[src/rtl/rmap_pkg.sv]
package rmap_pkg;

  localparam int NUM_PSIZE = 8;
  localparam logic [1:0] MODE_INVALID = 2'b00;
  localparam logic [1:0] MODE_VALID   = 2'b10;
  localparam logic [5:0] PERM_ALL     = 6'h3F;

  localparam logic [1:0] ERR_NONE      = 2'd0;
  localparam logic [1:0] ERR_NOSPACE   = 2'd1;
  localparam logic [1:0] ERR_UNALIGNED = 2'd2;

  typedef enum logic [1:0] {ST_IDLE, ST_MAP, ST_UNMAP} rmap_state_e;

  // log2 of the page size for each size code
  function automatic int unsigned pg_shift(input logic [2:0] code);
    case (code)
      3'd0: return 12;
      3'd1: return 14;
      3'd2: return 16;
      3'd3: return 21;
      3'd4: return 25;
      3'd5: return 29;
      3'd6: return 30;
      default: return 34;
    endcase
  endfunction

  function automatic logic [63:0] pg_bytes(input logic [2:0] code);
    return 64'd1 << pg_shift(code);
  endfunction

endpackage

[src/rtl/rmap_page_pick.sv]
module rmap_page_pick
  import rmap_pkg::*;
#(
  parameter int ADDR_W = 40,
  localparam int LEN_W = ADDR_W + 1
) (
  input  logic              clk,
  input  logic              rst_n,
  input  logic [ADDR_W-1:0] cur_addr,
  input  logic [LEN_W-1:0]  rem_len,
  output logic              fit,
  output logic [2:0]        code,
  output logic [LEN_W-1:0]  size
);

  logic [63:0] a64, r64;
  logic [NUM_PSIZE-1:0] cand;

  assign a64 = 64'(cur_addr);
  assign r64 = 64'(rem_len);

  for (genvar k = 0; k < NUM_PSIZE; k++) begin : g_cand
    assign cand[k] = (r64 >= pg_bytes(3'(k))) &&
                     ((a64 & (pg_bytes(3'(k)) - 64'd1)) == 64'd0);
  end

  // later (larger) candidates overwrite earlier ones
  always_comb begin
    fit  = 1'b0;
    code = 3'd0;
    for (int k = 0; k < NUM_PSIZE; k++) begin
      if (cand[k]) begin
        fit  = 1'b1;
        code = 3'(k);
      end
    end
    size = LEN_W'(pg_bytes(code));
  end

  a_r2_page_fits: assert property (@(posedge clk) disable iff (!rst_n)
    fit |-> ((size <= rem_len) && ((64'(cur_addr) & (64'(size) - 64'd1)) == 64'd0)));

  a_r2_larger_unfit: assert property (@(posedge clk) disable iff (!rst_n)
    (fit && code != 3'd7) |->
      ((r64 < pg_bytes(code + 3'd1)) || ((a64 & (pg_bytes(code + 3'd1) - 64'd1)) != 64'd0)));

endmodule

[src/rtl/rmap_free_find.sv]
module rmap_free_find #(
  parameter int SLOTS = 16,
  localparam int IDX_W = $clog2(SLOTS)
) (
  input  logic             clk,
  input  logic             rst_n,
  input  logic [SLOTS-1:0] used,
  output logic             found,
  output logic [IDX_W-1:0] idx
);

  // descending walk so the lowest free index is left standing
  always_comb begin
    found = 1'b0;
    idx   = '0;
    for (int i = SLOTS - 1; i >= 0; i--) begin
      if (!used[i]) begin
        found = 1'b1;
        idx   = IDX_W'(i);
      end
    end
  end

  a_r3_free_is_free: assert property (@(posedge clk) disable iff (!rst_n)
    found |-> !used[idx]);

  a_r6_none_free: assert property (@(posedge clk) disable iff (!rst_n)
    !found |-> (&used));

endmodule

[src/rtl/rmap_slot_table.sv]
module rmap_slot_table
  import rmap_pkg::*;
#(
  parameter int SLOTS  = 16,
  parameter int ADDR_W = 40,
  localparam int IDX_W = $clog2(SLOTS),
  localparam int LEN_W = ADDR_W + 1
) (
  input  logic              clk,
  input  logic              rst_n,
  input  logic              wr_en,
  input  logic [IDX_W-1:0]  wr_idx,
  input  logic [ADDR_W-1:0] wr_base,
  input  logic [2:0]        wr_code,
  input  logic              rm_en,
  input  logic [LEN_W-1:0]  rm_lo,
  input  logic [LEN_W-1:0]  rm_hi,
  output logic [SLOTS-1:0]  used,
  output logic [SLOTS-1:0]  rm_hits,
  input  logic [IDX_W-1:0]  q_idx,
  output logic [1:0]        q_mode,
  output logic [ADDR_W-1:0] q_vbase,
  output logic [ADDR_W-1:0] q_pbase,
  output logic [3:0]        q_code,
  output logic [5:0]        q_perm
);

  logic [1:0]        mode_q  [SLOTS];
  logic [ADDR_W-1:0] vbase_q [SLOTS];
  logic [ADDR_W-1:0] pbase_q [SLOTS];
  logic [3:0]        code_q  [SLOTS];
  logic [5:0]        perm_q  [SLOTS];

  for (genvar i = 0; i < SLOTS; i++) begin : g_slot
    logic [LEN_W-1:0] pg_lo, pg_hi;
    assign pg_lo      = {1'b0, vbase_q[i]};
    assign pg_hi      = pg_lo + LEN_W'(pg_bytes(code_q[i][2:0]));
    assign used[i]    = (mode_q[i] != MODE_INVALID);
    // codes of 8 and above are left alone
    assign rm_hits[i] = (mode_q[i] == MODE_VALID) && !code_q[i][3] &&
                        (pg_lo >= rm_lo) && (pg_hi <= rm_hi);
  end

  always_ff @(posedge clk or negedge rst_n) begin
    if (!rst_n) begin
      for (int i = 0; i < SLOTS; i++) begin
        mode_q[i]  <= MODE_INVALID;
        vbase_q[i] <= '0;
        pbase_q[i] <= '0;
        code_q[i]  <= '0;
        perm_q[i]  <= '0;
      end
    end else begin
      for (int i = 0; i < SLOTS; i++) begin
        if (wr_en && wr_idx == IDX_W'(i)) begin
          mode_q[i]  <= MODE_VALID;
          vbase_q[i] <= wr_base;
          pbase_q[i] <= wr_base;
          code_q[i]  <= {1'b0, wr_code};
          perm_q[i]  <= PERM_ALL;
        end else if (rm_en && rm_hits[i]) begin
          mode_q[i] <= MODE_INVALID;
        end
      end
    end
  end

  assign q_mode  = mode_q[q_idx];
  assign q_vbase = vbase_q[q_idx];
  assign q_pbase = pbase_q[q_idx];
  assign q_code  = code_q[q_idx];
  assign q_perm  = perm_q[q_idx];

  a_r3_write_target_free: assert property (@(posedge clk) disable iff (!rst_n)
    wr_en |-> (mode_q[wr_idx] == MODE_INVALID));

  a_r8_write_remove_apart: assert property (@(posedge clk) disable iff (!rst_n)
    !(wr_en && rm_en));

endmodule

[src/rtl/region_mapper.sv]
module region_mapper
  import rmap_pkg::*;
#(
  parameter int ADDR_W      = 40,
  parameter int TLB_ENTRIES = 8,
  localparam int SLOTS = 2 * TLB_ENTRIES,
  localparam int IDX_W = $clog2(SLOTS),
  localparam int CNT_W = $clog2(SLOTS + 1),
  localparam int LEN_W = ADDR_W + 1
) (
  input  logic              clk,
  input  logic              rst_n,
  input  logic              start,
  input  logic              cmd,
  input  logic [ADDR_W-1:0] addr,
  input  logic [LEN_W-1:0]  len,
  output logic              busy,
  output logic              done,
  output logic [1:0]        err,
  output logic [CNT_W-1:0]  count,
  input  logic [IDX_W-1:0]  q_idx,
  output logic [1:0]        q_mode,
  output logic [ADDR_W-1:0] q_vbase,
  output logic [ADDR_W-1:0] q_pbase,
  output logic [3:0]        q_code,
  output logic [5:0]        q_perm
);

  rmap_state_e       state_q;
  logic              op_q;
  logic [ADDR_W-1:0] cur_q;
  logic [LEN_W-1:0]  rem_q;
  logic [CNT_W-1:0]  cnt_q;
  logic [1:0]        err_q;
  logic              done_q;

  // named internal events
  logic              pg_fit;
  logic [2:0]        pg_code;
  logic [LEN_W-1:0]  pg_size;
  logic [SLOTS-1:0]  slot_used, slot_hits;
  logic              free_found;
  logic [IDX_W-1:0]  free_idx;
  logic              map_step, map_end, wr_en, rm_en;
  logic [LEN_W-1:0]  rm_hi;

  rmap_page_pick #(.ADDR_W(ADDR_W)) u_pick (
    .clk(clk), .rst_n(rst_n), .cur_addr(cur_q), .rem_len(rem_q),
    .fit(pg_fit), .code(pg_code), .size(pg_size)
  );

  rmap_free_find #(.SLOTS(SLOTS)) u_free (
    .clk(clk), .rst_n(rst_n), .used(slot_used), .found(free_found), .idx(free_idx)
  );

  assign map_step = (state_q == ST_MAP) && (rem_q != '0);
  assign wr_en    = map_step && free_found && pg_fit;
  assign map_end  = (state_q == ST_MAP) && !wr_en;
  assign rm_en    = (state_q == ST_UNMAP);
  assign rm_hi    = {1'b0, cur_q} + rem_q;

  rmap_slot_table #(.SLOTS(SLOTS), .ADDR_W(ADDR_W)) u_tab (
    .clk(clk), .rst_n(rst_n),
    .wr_en(wr_en), .wr_idx(free_idx), .wr_base(cur_q), .wr_code(pg_code),
    .rm_en(rm_en), .rm_lo({1'b0, cur_q}), .rm_hi(rm_hi),
    .used(slot_used), .rm_hits(slot_hits),
    .q_idx(q_idx), .q_mode(q_mode), .q_vbase(q_vbase), .q_pbase(q_pbase),
    .q_code(q_code), .q_perm(q_perm)
  );

  always_ff @(posedge clk or negedge rst_n) begin
    if (!rst_n) begin
      state_q <= ST_IDLE;
      op_q    <= 1'b0;
      cur_q   <= '0;
      rem_q   <= '0;
      cnt_q   <= '0;
      err_q   <= ERR_NONE;
      done_q  <= 1'b0;
    end else begin
      done_q <= 1'b0;
      case (state_q)
        ST_IDLE: if (start) begin
          op_q    <= cmd;
          cur_q   <= addr;
          rem_q   <= len;
          cnt_q   <= '0;
          err_q   <= ERR_NONE;
          state_q <= cmd ? ST_UNMAP : ST_MAP;
        end
        ST_MAP: begin
          if (wr_en) begin
            cur_q <= cur_q + ADDR_W'(pg_size);
            rem_q <= rem_q - pg_size;
            cnt_q <= cnt_q + 1'b1;
          end else begin
            // slot shortage outranks misalignment
            if (map_step && !free_found)  err_q <= ERR_NOSPACE;
            else if (map_step && !pg_fit) err_q <= ERR_UNALIGNED;
            state_q <= ST_IDLE;
            done_q  <= 1'b1;
          end
        end
        ST_UNMAP: begin
          cnt_q   <= CNT_W'($countones(slot_hits));
          state_q <= ST_IDLE;
          done_q  <= 1'b1;
        end
        default: state_q <= ST_IDLE;
      endcase
    end
  end

  assign busy  = (state_q != ST_IDLE);
  assign done  = done_q;
  assign err   = err_q;
  assign count = cnt_q;

  a_r5_done_pulse: assert property (@(posedge clk) disable iff (!rst_n)
    done |=> !done);

  a_r5_done_idle: assert property (@(posedge clk) disable iff (!rst_n)
    done |-> !busy);

  a_r5_finish_on_zero: assert property (@(posedge clk) disable iff (!rst_n)
    (map_end && rem_q == '0) |=> (done && err == ERR_NONE));

  a_r9_op_held: assert property (@(posedge clk) disable iff (!rst_n)
    busy |=> (!busy || $stable(op_q)));

  a_r6_err_ends_map: assert property (@(posedge clk) disable iff (!rst_n)
    (map_step && !free_found) |=> (done && err == ERR_NOSPACE));

endmodule

[config.mk]
export PLATFORM = sky130hd
export DESIGN_NAME = region_mapper
export DESIGN_NICKNAME = d
export VERILOG_FILES = /design/src/rtl/rmap_pkg.sv /design/src/rtl/rmap_page_pick.sv /design/src/rtl/rmap_free_find.sv /design/src/rtl/rmap_slot_table.sv /design/src/rtl/region_mapper.sv
export SDC_FILE = /design/constraint.sdc
export NUM_CORES = 2
export LEC_CHECK = 0
export CORE_AREA = 5 5 358 623
export DETAILED_ROUTE_END_ITERATION = 6
export DIE_AREA = 0 0 363 628
export PLACE_DENSITY_LB_ADDON = 0.08
export SLEW_MARGIN = 20
export SYNTH_ARGS = -nofsm -noshare
export SYNTH_HDL_FRONTEND = slang
export SYNTH_SLANG_ARGS = --single-unit
[constraint.sdc]
create_clock -name clk -period 12.23 [get_ports clk]
set_input_delay 1.8345 -clock clk [delete_from_list [all_inputs] [get_ports clk]]
set_output_delay 1.8345 -clock clk [all_outputs]
set_load 0.01 [all_outputs]
# Yosys cells after proc, flatten, opt, wreduce, memory -nomap -nowiden
# Index checks and enable logic that the tools add are counted.
[word_totals]
in_bits = 89
wordCells = 577
out_inout_bits = 101
ff_bits = 827
[op_classes]
eq_ne = 139
n_reduce_logical = 146
shift = 17
mux = 128
addsub = 35
n_lt_le_gt_ge = 41
bitwise_logic = 1
[op_table]
columns = ["cell", "count"]
rows = [
  ["one-hot mux 6 bit (7 select lines)", 17],
  ["adder 40 x 41 -> 41 bit", 17],
  ["<< shifter 1 x 6 -> 41 bit, first input constant", 17],
  ["less-or-equal comparator 41 bit", 16],
  [">= comparator 40 bit", 16],
  ["logical NOT 64 bit", 8],
  ["binary-select mux 40 bit (select 4 bit)", 1],
  ["two-way mux 40 bit", 4],
  ["== test 3 bit, second input constant", 51],
  ["== test 3 x 2 -> 1 bit, second input constant", 34],
  ["two-way mux 2 bit", 41],
  ["two-way mux 41 bit", 2],
  ["one-hot mux 41 bit (2 select lines)", 1],
  ["one-hot mux 40 bit (2 select lines)", 1],
  ["logical AND 1 bit", 77],
  ["two-way mux 4 bit", 18],
  ["nonzero test 2 bit", 34],
  ["== test 3 x 1 -> 1 bit, second input constant", 17],
  ["logical NOT 3 bit", 17],
  [">= comparator 41 x 13 -> 1 bit, second input constant", 1],
  [">= comparator 41 x 15 -> 1 bit, second input constant", 1],
  [">= comparator 41 x 17 -> 1 bit, second input constant", 1],
  [">= comparator 41 x 22 -> 1 bit, second input constant", 1],
  [">= comparator 41 x 26 -> 1 bit, second input constant", 1],
  ["other kinds (39)", 113],
]

# Longest topological paths before layout
[logic_depth]
word_depth = 22
depth_mapped = 39

# Hierarchy
# A second synthesis with hierarchy kept.
[hier_totals]
hier_cells = 10702
hier_area_um2 = 100452.6
[modules_own_cells]
columns = ["mod", "cells_per_inst", "instances", "area_per_inst_um2", "seq_area_each_um2"]
rows = [
  ["rmap_slot_table", 9219, 1, 88999.1, 18017.3],
  ["region_mapper", 1357, 1, 10664.0, 2277.2],
  ["rmap_page_pick", 92, 1, 623.1, 0.0],
  ["rmap_free_find", 34, 1, 166.4, 0.0],
]

# Worst setup path after synthesis
# OpenSTA, ideal clock, no wires.
[synth_timing]
path_type = "reg2reg"
startpoint = "reg cur_q[0]"
endpoint = "reg cnt_q[2], in the netlist count[2]"
setup_ns = 0.122
arrival_time_ns = 8.534
n_path_buf = 0
required_ns = 12.108
slack_ns = 3.574
path_stages_with_launch = 31
cell_sequence = "dfrtp_1 -> ha_1 -> a211oi_1 -> o21a_1 -> nor4b_1 -> o21ai_1 -> o21ba_2 -> or4b_1 -> a31oi_1 -> nand4_1 -> nand4_1 -> a21oi_1 -> xor2_1 -> ha_1 -> nand4_1 -> nor4_1 -> nand4_1 -> or4_1 -> a22oi_1 -> and2_1 -> fa_1 -> inv_1 -> fa_1 -> fa_1 -> fa_1 -> inv_1 -> ha_1 -> fa_1 -> xnor2_1 -> o22ai_1 -> a32o_1"
[synth_via]
elab_chain_len = 13
word_cells_on_any_way = 108
[synth_lines]
columns = ["element", "line_no", "rtl"]
rows = [
  ["start: declaration", "region_mapper.sv:31", "logic [ADDR_W-1:0] cur_q;"],
  ["start signal: assignment", "region_mapper.sv:85", "cur_q <= addr;"],
  ["start signal: assignment", "region_mapper.sv:93", "cur_q <= cur_q + ADDR_W'(pg_size);"],
  ["parallel branches: the longest is 13 deep, another holds adder 40 x 41 -> 41 bit", "--", ""],
  ["end signal: assignment", "region_mapper.sv:95", "cnt_q <= cnt_q + 1'b1;"],
  ["end signal: assignment", "region_mapper.sv:105", "cnt_q <= CNT_W'($countones(slot_hits));"],
  ["end: declaration", "region_mapper.sv:33", "logic [CNT_W-1:0] cnt_q;"],
]
# Parallel ways; which one is timed is not known.
# A chain may end at the register's enable or synchronous reset.

# Final worst setup path
[layout_timing]
startpoint = "reg cur_q[2]"
endpoint = "reg cnt_q[2], in the netlist count[2]"
# The elaborated chain is that of the path after synthesis.

==> flow_summary.ini <==
[global_route]
global_route.overflow_total = 0
grt_first_pass_wirelength_um = 609000
grt_start_max_net_pins = 138
first_global_vias = 94900
antenna_found_initial = 30
grt_use_total = 0.364

[sta]
slew_headroom = 0.0310
fin_worst_skew_ps = 39.7
timing_worst_slew_pin_value_ps = 1430
setup_violations = 0
grt_setup_unrepaired = false
slew_violations = 0
maxClockFrequency_mhz = 91.9
postLayoutSetupSlackWorst_ps = 1340
finalWorstPathRequiredPeriod_ps = 10890
period_share = 0.890
worst_hold_slack_ps = 464
timing.setup.tns_ps = 0
timing_hold_violations_final = 0

[layout]
drive_above_1_share = 0.0616
num-fill-cells = 20700
fin_cells = 14700
flow.area_growth_from_synthesis_pct = 11.9
finish.utilization = 0.499
sequential_cell_area_um2 = 20300
final_cell_area_um2 = 109000
design.final.nets = 13900
multi_input_comb_area_um2 = 77100

[yosys]
synth_largest_type_area_fraction = 0.264
postSynth.asyncResetShare = 1.00
yosys.area.top_type = sky130_fd_sc_hd__ha_1
yosysMostFrequentCell = sky130_fd_sc_hd__ha_1
synth.cell_area_um2 = 97100
synth.ff_latch_count = 811
post_synth.cell_area_avg_um2 = 8.81
post_synth_most_frequent_cells = 2046 x sky130_fd_sc_hd__ha_1, 1171 x sky130_fd_sc_hd__nand2_1, 1054 x sky130_fd_sc_hd__o21ai_0
post_synth_num_cell_types = 96
cell_types_with_the_largest_area_share_after_synthesis = sky130_fd_sc_hd__ha_1 26%, sky130_fd_sc_hd__dfrtp_1 21%, sky130_fd_sc_hd__o21ai_0 5.4%
yosys_warnings = 0
yosysSeqAreaShare = 0.209
synth-main-ff-cell = sky130_fd_sc_hd__dfrtp_1
netlist_instances = 11000
synth_enable_flop_cells = 0

[critical_path]
ff2ff_path_depth = 34
worstPathBufferInverterCount = 4
worstSetupStartpointType = flip-flop
r2r_setup_slack_ps = 1340
most_used_cell_along_the_critical_path = sky130_fd_sc_hd__fa_1
req_time_crit_path_ps = 12900
crit_slowest_cell = sky130_fd_sc_hd__nor4b_1
cp_data_arrival_time_ps = 11550
critPathCaptureType = flip-flop
worst-setup-path-type = reg2reg
timing.critical_path.fanout_max = 16
max_stage_delay_ps = 750
worst_reg2reg_path_endpoint = count[2]
reg_to_reg_critical_path_startpoint = cur_q[2]
worst_path_dominant_cell_family = adder cells

[placed_design]
detailedPlacementHpwl_um = 342000
place.gp.congestion = 1.04
port-buffer-count = 187
placed_area_um2 = 105000
pre_cts_slack_ps = 1460
placed_cells = 14500

[floorplanning]
die-area_um2 = 228000
top_level_ports = 190
start_util = 0.446
core.rowCount = 227
die-height_um = 628
die_width_um = 363
core_region_area_um2 = 218000

[pwr]
vdd_ir_drop_max_v = 0.000231
total_power_mw = 24.8
power.leakage_nw = 55.3
powerDensity_nw_per_um2 = 229

[clocking]
cts_made_buffers = 97
clock_sinks = 811
clk_path_buf_depth = 3
clk_root_buffer_cell = sky130_fd_sc_hd__clkbuf_16
cts_repair_resize_count = 0
cts_tree = yes
clk_pin_slew_ps = 70
cts.repair_timing.setup_buffer_count = 0
cts.hold.buffers_added = 0
clk-insertion-delay-late_ps = 790
cts.htree.levels = 3

[worst_hold_path]
hp_class = reg2reg
hold-path-cell-count = 1
hold_path.startpoint = u_tab.perm_q[6]
hold_path_end = u_tab.perm_q[6]

[route]
routed_vias = 91800
routed_wire_length_per_instance_um = 29.1
via_per_inst = 6.24
wl_um = 427000
drt_iter0_markers = 5740
detailedRoute.firstPassIterationCount = 6
drcViolationCount = 0
postRouteAntennaNets = 0

[flow_run]
max-cap-violations = 0

[status]
outcome = complete, no violations
## power breakdown
group / switching [mW] / internal, mW
Clock: 1.44 / 1.84
Combinational: 12.0 / 6.46
Sequential: 0.278 / 2.83
## kinds of logic after synthesis
| family | Yosys count | share of synthesized area |
|---|---|---|
| compound gates | 3467 | 0.218 |
| simple gates | 3163 | 0.162 |
| fa+ha+maj | 2075 | 0.270 |
| flops | 811 | 0.209 |
| xor+xnor | 677 | 0.0611 |
| buf+inv | 560 | 0.0240 |
| mux | 264 | 0.0562 |
| other cells | 2 | 0.0000774 |
## worst max-delay path by stage
stage	from	to	slack [ps]	cells past startpoint
3_5_place_dp	cur_q[2]	count[2]	1460	34
6_report	cur_q[2]	count[2]	1340	34
5_1_grt	cur_q[2]	count[2]	1000	34
3_3_place_gp	cur_q[2]	count[2]	1420	34
2_1_floorplan	cur_q[0]	count[2]	3570	30
4_1_cts	cur_q[2]	count[2]	1430	34
## sequential cells by signal (all words and copies together) (netlist names)
signal	cells
err	2
u_tab.code_q	48
done	1
cur_q	40
u_tab.mode_q	16
u_tab.g_slot.pg_lo	640
u_tab.perm_q	16
state_q	2
count	5
rem_q	41
## cell usage in the layout (no fill, tap or decap), drive strengths merged, types with 182 or more instances in the layout
master	instances
mux4	225
and2	208
nand4	340
conb	576
buf	197
xnor2	370
a21o	623
o21ai	1075
a21oi	991
clkdlybuf4s50	182
xor2	307
inv	210
ha	2046
nor2b	202
dfrtp	811
nor2	431
nand3	208
nand2	1171
## per-layer routing
layer  up-vias  wire, um  GRT usage
li1      42200         -          -
met1     44800    141000      0.352
met2      3236    208000      0.640
met3      1509     19700     0.0463
met4        10     57900      0.389
met5         -        71          0
## final cells by class
| class | instances | area share |
|---|---|---|
| antenna | 35 | 0.000806 |
| clock buffer | 129 | 0.0249 |
| clock inverter | 49 | 0.00657 |
| inverter | 213 | 0.00736 |
| multi-input combinational | 10200 | 0.709 |
| sequential | 811 | 0.187 |
| tap | 2862 | 0.0330 |
| timing repair buffer | 379 | 0.0313 |
(Power assumes the default switching activity.)
